$ cat config.mk
export PLATFORM = sky130hd
export DESIGN_NAME = serclk_edge_sampler
export DESIGN_NICKNAME = d
export VERILOG_FILES = /design/src/rtl/serclk_pkg.sv /design/src/rtl/serclk_sync.sv /design/src/rtl/serclk_edge.sv /design/src/rtl/serclk_capture.sv /design/src/rtl/serclk_edge_sampler.sv
export SDC_FILE = /design/constraint.sdc
export NUM_CORES = 1
export LEC_CHECK = 0
export ABC_AREA = 0
export BUFFER_PORTS_ARGS = -buffer_cell sky130_fd_sc_hd__buf_2
export CORE_AREA = 2 2 39 41
export CTS_BUF_LIST = sky130_fd_sc_hd__clkbuf_16
export DETAILED_ROUTE_END_ITERATION = 6
export DIE_AREA = 0 0 41 43
export SLEW_MARGIN = 20
export SYNTH_ARGS = -nofsm -noshare
export SYNTH_HDL_FRONTEND = slang
export SYNTH_SLANG_ARGS = --single-unit
$ cat constraint.sdc
create_clock -name clk_i -period 1.7 [get_ports clk_i]
set_input_delay 0.34 -clock clk_i [delete_from_list [all_inputs] [get_ports clk_i]]
set_output_delay 0.34 -clock clk_i [all_outputs]
set_load 0.02 [all_outputs]
$ cat src/rtl/serclk_pkg.sv
package serclk_pkg;
  typedef enum logic {
    CAP_RISE = 1'b0,
    CAP_FALL = 1'b1
  } cap_edge_e;
endpackage

$ cat src/rtl/serclk_sync.sv
module serclk_sync #(
  parameter int unsigned WIDTH  = 2,
  parameter int unsigned STAGES = 2
) (
  input  logic             clk_i,
  input  logic             rst_ni,
  input  logic [WIDTH-1:0] d_i,
  output logic [WIDTH-1:0] q_o
);
  logic [WIDTH-1:0] stage_q [STAGES];

  for (genvar g = 0; g < STAGES; g++) begin : g_stage
    if (g == 0) begin : g_first
      always_ff @(posedge clk_i or negedge rst_ni) begin
        if (!rst_ni) stage_q[g] <= '0;
        else         stage_q[g] <= d_i;
      end
    end else begin : g_next
      always_ff @(posedge clk_i or negedge rst_ni) begin
        if (!rst_ni) stage_q[g] <= '0;
        else         stage_q[g] <= stage_q[g-1];
      end
    end
  end

  assign q_o = stage_q[STAGES-1];
endmodule

$ cat src/rtl/serclk_edge.sv
module serclk_edge #(
  parameter int unsigned SYNC_STAGES = 2
) (
  input  logic clk_i,
  input  logic rst_ni,
  input  logic lvl_i,
  output logic rise_det_o,
  output logic fall_det_o,
  output logic rise_o,
  output logic fall_o
);
  // history is trusted once the sync chain and the delay flop hold post-reset samples
  localparam int unsigned PrimeCnt = SYNC_STAGES + 1;
  localparam int unsigned CntW     = $clog2(PrimeCnt + 1);

  logic            lvl_d_q;
  logic [CntW-1:0] prime_q;
  logic            primed;

  assign primed = (prime_q == CntW'(PrimeCnt));

  always_ff @(posedge clk_i or negedge rst_ni) begin
    if (!rst_ni) begin
      prime_q <= '0;
      lvl_d_q <= 1'b0;
    end else begin
      if (!primed) prime_q <= prime_q + 1'b1;
      lvl_d_q <= lvl_i;
    end
  end

  assign rise_det_o = primed &  lvl_i & ~lvl_d_q;
  assign fall_det_o = primed & ~lvl_i &  lvl_d_q;

  always_ff @(posedge clk_i or negedge rst_ni) begin
    if (!rst_ni) begin
      rise_o <= 1'b0;
      fall_o <= 1'b0;
    end else begin
      rise_o <= rise_det_o;
      fall_o <= fall_det_o;
    end
  end
endmodule

$ cat src/rtl/serclk_capture.sv
module serclk_capture
  import serclk_pkg::*;
#(
  parameter cap_edge_e CAPTURE = CAP_RISE
) (
  input  logic clk_i,
  input  logic rst_ni,
  input  logic rise_det_i,
  input  logic fall_det_i,
  input  logic data_i,
  output logic bit_o
);
  logic take;

  if (CAPTURE == CAP_RISE) begin : g_rise
    assign take = rise_det_i;
  end else begin : g_fall
    assign take = fall_det_i;
  end

  always_ff @(posedge clk_i or negedge rst_ni) begin
    if (!rst_ni)   bit_o <= 1'b0;
    else if (take) bit_o <= data_i;
  end
endmodule

$ cat src/rtl/serclk_edge_sampler.sv
module serclk_edge_sampler
  import serclk_pkg::*;
#(
  parameter int unsigned SYNC_STAGES = 2,
  parameter cap_edge_e   CAPTURE     = CAP_RISE
) (
  input  logic clk_i,
  input  logic rst_ni,
  input  logic sclk_i,
  input  logic sdata_i,
  output logic rise_o,
  output logic fall_o,
  output logic bit_o
);
  // clock and data share one chain so their alignment is preserved
  logic [1:0] sync_q;
  logic       rise_det;
  logic       fall_det;

  serclk_sync #(
    .WIDTH  (2),
    .STAGES (SYNC_STAGES)
  ) u_sync (
    .clk_i  (clk_i),
    .rst_ni (rst_ni),
    .d_i    ({sdata_i, sclk_i}),
    .q_o    (sync_q)
  );

  serclk_edge #(
    .SYNC_STAGES (SYNC_STAGES)
  ) u_edge (
    .clk_i      (clk_i),
    .rst_ni     (rst_ni),
    .lvl_i      (sync_q[0]),
    .rise_det_o (rise_det),
    .fall_det_o (fall_det),
    .rise_o     (rise_o),
    .fall_o     (fall_o)
  );

  serclk_capture #(
    .CAPTURE (CAPTURE)
  ) u_cap (
    .clk_i      (clk_i),
    .rst_ni     (rst_ni),
    .rise_det_i (rise_det),
    .fall_det_i (fall_det),
    .data_i     (sync_q[1]),
    .bit_o      (bit_o)
  );
endmodule

==> results of run 1 <==
==> logic make-up after synthesis <==
kind of cell,after synthesis,synth area share
XOR/XNOR,1,0.0276
adder cells (fa/ha/maj),1,0.0394
flip-flops,10,0.787
multiplexers,2,0.0827
AND/OR/NAND/NOR,3,0.0630
==> per-layer routing <==
layer / vias up / track usage / routed length, um / part of all wire
li1: 75 / - / - / -
met1: 79 / 0.0673 / 160 / 0.35
met2: 9 / 0.109 / 232 / 0.50
met3: 2 / 0.0628 / 59 / 0.13
met4: 0 / 0.0600 / 10 / 0.022
met5: - / 0 / 0 / 0
==> registers in the layout (all words and copies together), names as in the netlist <==
register	flops
u_edge.fall_o	1
u_edge.prime_q	2
u_sync.stage_q	2
u_edge.rise_o	1
u_sync.q_o	2
u_cap.bit_o	1
u_edge.lvl_d_q	1
==> final cells by class <==
class	instances	area share
sequential	10	0.552
multi-input combinational	7	0.149
timing repair buffer	7	0.0884
clock buffer	3	0.166
tap	16	0.0442
==> final timing paths <==
check,cells after the start,to,slack (ns),from
worst max-delay path,3,u_cap.bit_o$_DFFE_PN0P_,0.44,u_edge.prime_q[0]$_DFFE_PN0P_
worst min-delay path,1,u_sync.stage_q[2]$_DFF_PN0_,0.22,sclk_i
worst max register to register,3,u_cap.bit_o$_DFFE_PN0P_,0.44,u_edge.prime_q[0]$_DFFE_PN0P_
worst min register to register,0,u_sync.q_o[1]$_DFF_PN0_,0.34,u_sync.stage_q[3]$_DFF_PN0_
max in group asynchronous,2,u_edge.prime_q[1]$_DFFE_PN0P_,1.02,rst_ni
min in group asynchronous,2,u_sync.q_o[1]$_DFF_PN0_,0.49,rst_ni
==> worst reg2reg max path, delay by kind of cell, from the launching register on <==
kind / cells / cell delay (ns)
simple gates: 1 / 0.21
mux: 1 / 0.29
flops: 1 / 0.39
fa+ha+maj: 1 / 0.26
==> Yosys cell counts <==
cell	n	area share
mux2_4	1	0.047
and3b_4	1	0.039
dfrtp_1	10	0.79
nor2_1	1	0.012
xnor2_1	1	0.028
nand2_1	1	0.012
ha_1	1	0.039
mux2_2	1	0.035
==> power by group through the flow <==
stage | Clock [mW] | Combinational, mW | Sequential, mW
CTS | 0.413 | 0.0332 | 0.256
finish | 0.400 | 0.0325 | 0.256
detailed placement | 0 | 0.0316 | 0.260
global placement | 0 | 0.0302 | 0.258
global route | 0.420 | 0.0360 | 0.257
floorplan | 0 | 0.00902 | 0.266
==> timing repair <==
item | 4_1_cts | 5_1_grt
hold endpoints to repair | 10 | 0
gates resized for setup | 0 | 0
hold buffers | 1 | 0
==> flow_summary_export.csv, run 1 <==
group,metric,value,unit
timing,rsz0062_at_grt,"no",
timing,fin_setup_tns,0,ns
placement,place_inst,39,
timing,slew_headroom,0.853,
clock_network,cts_buffers,3,
floorplanning,ios,7,
global_routing,grt_max_degree,11,
power,vdd_drop_max,0.862,mV
clock_network,cts_buffer_depth,2,
clock_network,htree_levels,1,
cells_and_area,fill_cells,135,
timing,fin_worst_skew,0.00208,ns
critical_path,critical_path_class,"flip-flop to flip-flop",
cells_and_area,layout.cells.non_filler,43,
timing,worst_pin_slew,0.220,ns
cells_and_area,utilization,0.327,
detailed_routing,detail-route-antenna-nets,0,
flow_run,maxCapViolations,0,
critical_path,worst-path-buf-inv,0,
power,p_clk_frac,0.581,
hold_path,min_path_type,"input pin to flip-flop",
floorplanning,die_h,43,um
critical_path,critPathSlowestCell,"dfrtp_1",
yosys,yosysUniqueCellTypes,8,
floorplanning,core-area,1380,um2
yosys,synth_area,318,um2
yosys,synth_seq_cells,10,
timing,max_clock_freq,796,MHz
critical_path,cp.required,1.81,ns
cells_and_area,finalNetCount,34,
critical_path,slowest_delay,0.39,ns
detailed_routing,dr.pass1.iters,1,
placement,io_buffers,6,
global_routing,antenna_found_initial,0,
timing,finalCritPeriodShare,0.739,
global_routing,grt_overflow,0,
power,p_leak,0.210,nW
cells_and_area,multi_input_area,67.6,um2
critical_path,cpLargestDelayFamily,"flip-flops",
detailed_routing,wl_per_cell,10.7,um
timing,finalHoldViolCount,0,
detailed_routing,drc,0,
power,pwr-share-seq,0.372,
floorplanning,fp.dieArea,1760,um2
clock_network,cts_setup_buffers,0,
power,report.power.total,0.688,mW
floorplanning,die_width,41,um
detailed_routing,wl,462,um
clock_network,cts_root_buffer,"clkbuf_16",
cells_and_area,mostFrequentLayoutCell,"dfrtp_1",
global_routing,grt_util_all_layers,0.0774,
yosys,ys_seq_area_frac,0.787,
global_routing,grt_pass1_wl,828,um
detailed_routing,via_count,165,
power,p_int,0.570,mW
cells_and_area,n_antenna_cell,0,
yosys,netlist_instances,17,
yosys,ys_warn_count,0,
timing,setup_ws,0.444,ns
placement,placed_area,368,um2
power,p_comb_frac,0.047,
floorplanning,num_rows,14,
timing,maxSlewViolCount,0,
placement,gp_congestion,0.590,
critical_path,crit_arrival,1.37,ns
run_status,status,"completed",
clock_network,cts_tree,"done",
detailed_routing,first_iter_violations,0,
placement,place_ws,0.434,ns
critical_path,start_kind,"flip-flop",
cells_and_area,drive_gt1_frac,0.444,
cells_and_area,final_cell_mix,"10 x dfrtp_1, 6 x buf_2, 3 x clkbuf_16",
clock_network,cts_sinks,10,
power,p_sw,0.118,mW
cells_and_area,area_growth,42.5,%
critical_path,path_cells,"ha_1 > and3b_4 > mux2_4",
clock_network,cts.clk_slew.worst_paths,0.04,ns
critical_path,end_kind,"flip-flop",
global_routing,grt_pass1_vias,207,
yosys,postSynthAreaPerCell,18.7,um2
power,switching_share,0.171,
timing,setup_viol,0,
clock_network,clock_latency,0.23,ns
detailed_routing,via_per_inst,3.84,
power,power_density,1520,nW/um2
floorplanning,initial_core_util,0.230,
yosys,synth_nets,22,
timing,min_period,1.26,ns
timing,hold_slack,0.217,ns
cells_and_area,design_area,453,um2
cells_and_area,regArea,250,um2
critical_path,cp_max_fo,4,
Power figures use the tool's default switching activity.
==> run 2: changes to the inputs <==
- clock period: 1.7 -> 1.1 ns (I/O delays scaled with it)
==> run 2 against run 1 <==
Against the previous run: the run now ends with negative setup slack left; first-iteration DRC count did not move; worst setup slack worse by 0.50 ns; die area unchanged; sequential power rose by 55%; register-to-register slack lost 0.50 ns; largest cell class unchanged; highest routed layer unchanged.
==> flow_summary_export.csv, run 2 (same netlist as run 1, synthesis figures left out) <==
group,metric,value,unit
power,p_leak,0.224,nW
clock_network,cts_sinks,10,
run_status,violations,"negative setup slack",
cells_and_area,final_cell_mix,"10 x dfrtp_1, 6 x buf_2, 3 x clkbuf_16, 3 x buf_4",
timing,max_clock_freq,867,MHz
detailed_routing,wl_per_cell,10.7,um
global_routing,gr-usage-met2,0.103,
placement,gp_congestion,0.573,
detailed_routing,wl,490,um
timing,rsz0062_at_grt,"yes",
critical_path,critical_path_class,"flip-flop to flip-flop",
global_routing,grt.met1_usage,0.0743,
timing,min_period,1.15,ns
critical_path,end_kind,"flip-flop",
power,power_density,2170,nW/um2
global_routing,grt_max_degree,11,
cells_and_area,regArea,250,um2
timing,worst_pin_slew,0.227,ns
placement,io_buffers,6,
timing,hold_slack,0.0926,ns
floorplanning,core-area,1380,um2
timing,fin_setup_tns,-0.0529,ns
critical_path,r2r_setup_slack,-0.05,ns
clock_network,cts_buffer_depth,2,
timing,finalHoldViolCount,0,
clock_network,cts_buffers,3,
critical_path,path_cells,"ha_4 > and3b_4 > mux2_4",
global_routing,grt-busiest-layer,"met4",
cells_and_area,multi_input_area,80.1,um2
detailed_routing,via_count,186,
timing,fin_worst_skew,0.000982,ns
cells_and_area,n_antenna_cell,0,
floorplanning,ios,7,
critical_path,r2r_start,"u_edge.prime_q[1]$_DFFE_PN0P_",
critical_path,cp.required,1.21,ns
cells_and_area,drive_gt1_frac,0.533,
power,vdd_drop_max,0.628,mV
cells_and_area,area_growth,53.5,%
clock_network,cts_resized,0,
global_routing,grt_overflow,0,
timing,setup_viol,1,
clock_network,cts_root_buffer,"clkbuf_16",
cells_and_area,fill_cells,132,
critical_path,crit_arrival,1.27,ns
critical_path,crit_start,"u_edge.prime_q[1]$_DFFE_PN0P_",
timing,slew_headroom,0.849,
clock_network,cts.clk_slew.worst_paths,0.04,ns
critical_path,cp_max_fo,2,
timing,finalCritPeriodShare,1.05,
clock_network,clock_latency,0.23,ns
detailed_routing,via_per_inst,4.04,
critical_path,critPathSlowestCell,"dfrtp_1",
global_routing,grtUsageMet3,0.0471,
clock_network,cts_tree,"done",
floorplanning,die_width,41,um
placement,place_inst,41,
detailed_routing,drc,0,
cells_and_area,mostFrequentLayoutCell,"dfrtp_1",
cells_and_area,layout.cells.non_filler,46,
detailed_routing,dr.pass1.iters,1,
detailed_routing,detail-route-antenna-nets,0,
clock_network,htree_levels,1,
timing,maxSlewViolCount,0,
global_routing,antenna_found_initial,0,
floorplanning,die_h,43,um
run_status,status,"finished with violations",
floorplanning,fp.dieArea,1760,um2
timing,setup_ws,-0.0529,ns
hold_path,min_from,"sdata_i",
global_routing,grt_pass1_wl,828,um
global_routing,grt_pass1_vias,209,
floorplanning,initial_core_util,0.230,
hold_path,min_path_type,"input pin to flip-flop",
floorplanning,num_rows,14,
cells_and_area,finalNetCount,37,
global_routing,grt_util_all_layers,0.0836,
flow_run,maxCapViolations,0,
critical_path,slowest_delay,0.40,ns
detailed_routing,first_iter_violations,0,
critical_path,start_kind,"flip-flop",
## run 2: cell type report
type,count,area share
tap,16,0.0410
multi-input combinational,7,0.164
sequential,10,0.513
clock buffer,3,0.154
timing repair buffer,10,0.128
## run 2: timing repair
| action | CTS | global route |
|---|---|---|
| pin swaps | 0 | 0 |
| setup endpoints to repair | 1 | 2 |
| hold buffers | 1 | 0 |
| hold endpoints to repair | 10 | 0 |
| setup buffers | 0 | 1 |
| cloned | 0 | 0 |
## run 2: layer usage
metal  vias up  share of wire
li1         81              -
met1        91           0.41
met2        10           0.45
met3         4          0.086
met4         0          0.055
met5         -              0
## run 2: per-stage QoR
stage          area (um2)   util  setup WS, ns  total power [mW]
5_1_grt               488  0.353       -0.0703              1.11
3_3_place_gp          395  0.286       -0.0278             0.445
3_5_place_dp          395  0.286       -0.0451             0.449
4_1_cts               480  0.347       -0.0538              1.07
2_1_floorplan         330      -       -0.0459             0.425
6_report              488  0.353       -0.0529              1.06
## run 2: worst paths after layout
kind / cells past startpoint / endpoint
max: 3 / u_cap.bit_o$_DFFE_PN0P_
min: 1 / u_sync.stage_q[3]$_DFF_PN0_
max reg2reg: 3 / u_cap.bit_o$_DFFE_PN0P_
min reg2reg: 0 / u_sync.q_o[0]$_DFF_PN0_
max in group asynchronous: 2 / u_sync.q_o[1]$_DFF_PN0_
min in group asynchronous: 2 / u_edge.lvl_d_q$_DFF_PN0_
## run 2: where the power goes
part	internal [mW]	switching [mW]	leakage [nW]	total, mW
logic	0.0236	0.0268	0.0733	0.0505
clock network	0.469	0.145	0.0370	0.614
registers	0.388	0.00777	0.113	0.396
total	0.881	0.180	0.224	1.06
## run 2: worst max-delay path: cells and delay by family, from the launching register on
kind / cells / cell delay, ns
DFF: 1 / 0.40
muxes: 1 / 0.29
and+or+nand+nor: 1 / 0.17
adders and majority gates: 1 / 0.17
==> run 3: changes to the inputs <==
- ABC_AREA: 0 -> 1
==> run 3 against run 2 <==
Against the previous run: the run now ends clean; register-to-register slack better by 0.18 ns; highest routed layer is now met3; total power is 0.99% lower; worst setup slack gained 0.17 ns; clock power about the same.
==> flow_summary_export.csv, run 3 <==
group,metric,value,unit
clock_network,clock_latency,0.23,ns
run_status,status,"completed",
yosys,netlist_instances,23,
global_routing,grt_pass1_wl,738,um
clock_network,cts_buffers,3,
yosys,synthFlopType,"dfrtp_1",
critical_path,rr_worst_depth,4,
critical_path,critPathSlowestCell,"dfrtp_1",
critical_path,start_kind,"flip-flop",
detailed_routing,drc,0,
critical_path,critical_path_class,"flip-flop to output port",
floorplanning,core-area,1380,um2
clock_network,cts_setup_buffers,0,
timing,hold_slack,0.0961,ns
critical_path,timing.rr.end,"u_cap.bit_o$_DFFE_PN0P_",
cells_and_area,area_growth,41.9,%
yosys,synth.most_common_cell,"dfrtp_1",
yosys,synth_seq_cells,10,
critical_path,r2r_start,"u_edge.prime_q[0]$_DFFE_PN0P_",
detailed_routing,via_per_inst,3.84,
yosys,synth_common_cells,"10 x dfrtp_1, 4 x nand2_1, 3 x inv_1",
timing,setup_viol,0,
floorplanning,die_width,41,um
clock_network,cts_sinks,10,
yosys,netlist_top_cells_area,"dfrtp_1 78%, nand2_1 4.7%, ha_1 3.9%, inv_1 3.5%, nand3_2 3.1%",
detailed_routing,wl_per_cell,9.57,um
floorplanning,die_h,43,um
cells_and_area,final_cell_mix,"10 x dfrtp_1, 6 x buf_2, 4 x nand2_1",
yosys,synthSimpleGateAreaFrac,0.109,
critical_path,end_kind,"output port",
global_routing,grt_pass1_vias,182,
power,power_density,2290,nW/um2
yosys,postSynthAreaPerCell,14.0,um2
hold_path,min_from,"sclk_i",
floorplanning,initial_core_util,0.233,
detailed_routing,via_count,188,
yosys,synth_area,323,um2
timing,finalCritPeriodShare,0.891,
cells_and_area,finalNetCount,40,
timing,slew_headroom,0.843,
timing,fin_setup_tns,0,ns
yosys,synthXorXnorAreaFrac,0.0271,
clock_network,cts_tree,"done",
global_routing,grt_util_all_layers,0.0732,
critical_path,cp_max_fo,2,
cells_and_area,fill_cells,137,
cells_and_area,n_antenna_cell,0,
global_routing,grt_max_degree,11,
yosys,ys_seq_area_frac,0.775,
detailed_routing,dr.pass1.iters,1,
yosys,ys_async_sr_fraction,1.00,
critical_path,path_cells,"buf_2",
floorplanning,num_rows,14,
yosys,synth-adder-area-share,0.0388,
critical_path,r2r_setup_slack,0.13,ns
yosys,synth_area_leader_cell,"dfrtp_1",
critical_path,crit_arrival,0.76,ns
hold_path,hold_depth,1,
critical_path,worst-path-stages,1,
flow_run,maxCapViolations,0,
placement,gp_congestion,0.626,
detailed_routing,detail-route-antenna-nets,0,
yosys,synthMuxAreaShare,0,
global_routing,antenna_found_initial,0,
global_routing,grt_overflow,0,
critical_path,worst-path-buf-inv,1,
floorplanning,fp.dieArea,1760,um2
cells_and_area,mostFrequentLayoutCell,"dfrtp_1",
timing,maxSlewViolCount,0,
clock_network,cts.clk_slew.worst_paths,0.04,ns
floorplanning,ios,7,
timing,min_period,0.980,ns
clock_network,cts_root_buffer,"clkbuf_16",
placement,io_buffers,6,
yosys,synth.top_cell.area_share,0.775,
yosys,synth_top_family_by_area,"simple AND/OR/NAND/NOR gates",
yosys,synth_nets,28,
hold_path,hold_end,"u_sync.stage_q[2]$_DFF_PN0_",
hold_path,min_path_type,"input pin to flip-flop",
critical_path,cp.required,0.88,ns
timing,worst_pin_slew,0.235,ns
yosys,yosysUniqueCellTypes,9,
power,vdd_drop_max,1.54,mV
critical_path,slowest_delay,0.37,ns
detailed_routing,wl,469,um
timing,finalHoldViolCount,0,
cells_and_area,drive_gt1_frac,0.303,
detailed_routing,first_iter_violations,0,
timing,max_clock_freq,1020,MHz
yosys,ys_warn_count,0,
yosys,synth_compound_area_frac,0.0155,
clock_network,cts_buffer_depth,2,
clock_network,htree_levels,1,
yosys,synth_edf_count,0,
timing,fin_worst_skew,0.00233,ns
critical_path,cpLargestDelayFamily,"flip-flops",
timing,rsz0062_at_grt,"no",
power,p_leak,0.231,nW
==> run 3: changes by cell type after synthesis <==
cell / change
o21ai_0: +1
nand2_1: +3
mux2_4: -1
inv_1: +3
nand4_1: +1
and3b_4: -1
nand3_2: +1
mux2_2: -1
==> run 3: logic make-up after synthesis <==
kind of cell             Yosys count
AND/OR/NAND/NOR                    7
flip-flops                        10
adder cells (fa/ha/maj)            1
buffers and inverters              3
AO/OA/AOI/OAI                      1
XOR/XNOR                           1
==> run 3: power breakdown <==
part           leakage [nW]  internal (mW)  switching (mW)
registers             0.114          0.387         0.00814
logic                0.0796         0.0159          0.0267
clock network        0.0370          0.469           0.143
==> run 3: through the flow <==
stage / cells / power (mW) / setup WS, ns / utilization / cell area [um2]
final: 49 / 1.05 / 0.120 / 0.331 / 458
after global routing: 49 / 1.10 / 0.0654 / 0.331 / 458
after CTS: 49 / 1.07 / 0.109 / 0.331 / 458
after detailed placement: 45 / 0.442 / 0.128 / 0.269 / 373
after global placement: 45 / 0.439 / 0.161 / 0.269 / 373
after floorplan: 23 / 0.418 / 0.200 / - / 323
==> run 3: timing repair <==
item	in CTS	in global routing
hold buffers	1	0
resized for setup	0	0
endpoints found under the hold margin	10	0
==> run 3: final cells by class <==
class,count,area [um2],area share
sequential,10,250,0.546
timing repair buffer,7,40.0,0.0874
clock buffer,3,75.1,0.164
multi-input combinational,10,61.3,0.134
inverter,3,11.3,0.0246
tap,16,20.0,0.0437
==> run 3: worst register-to-register path: stages (launching register included) <==
cell,delay (ns)
dfrtp_1,0.36
ha_1,0.29
nand3_2,0.11
nand2_1,0.06
nand2_1,0.04
==> run 3: routing by layer <==
metal  up-vias  wire [um]  global-route usage  share of wire
li1         91          -                   -              -
met1        88        195              0.0772           0.42
met2         9        225              0.0875           0.48
met3         0         47              0.0785           0.10
met4         0          0              0.0400              0
met5         -          0                   0              0
==> run 3: worst max-delay path by stage <==
| stage | start | endpoint | slack, ns |
|---|---|---|---|
| 6_report | u_cap.bit_o$_DFFE_PN0P_ | bit_o | 0.12 |
| 5_1_grt | u_edge.prime_q[0]$_DFFE_PN0P_ | u_cap.bit_o$_DFFE_PN0P_ | 0.07 |
| 4_1_cts | u_cap.bit_o$_DFFE_PN0P_ | bit_o | 0.11 |
| 3_5_place_dp | u_edge.prime_q[0]$_DFFE_PN0P_ | u_cap.bit_o$_DFFE_PN0P_ | 0.13 |
| 3_3_place_gp | u_edge.prime_q[0]$_DFFE_PN0P_ | u_cap.bit_o$_DFFE_PN0P_ | 0.16 |
| 2_1_floorplan | u_edge.prime_q[0]$_DFFE_PN0P_ | u_edge.prime_q[1]$_DFFE_PN0P_ | 0.20 |
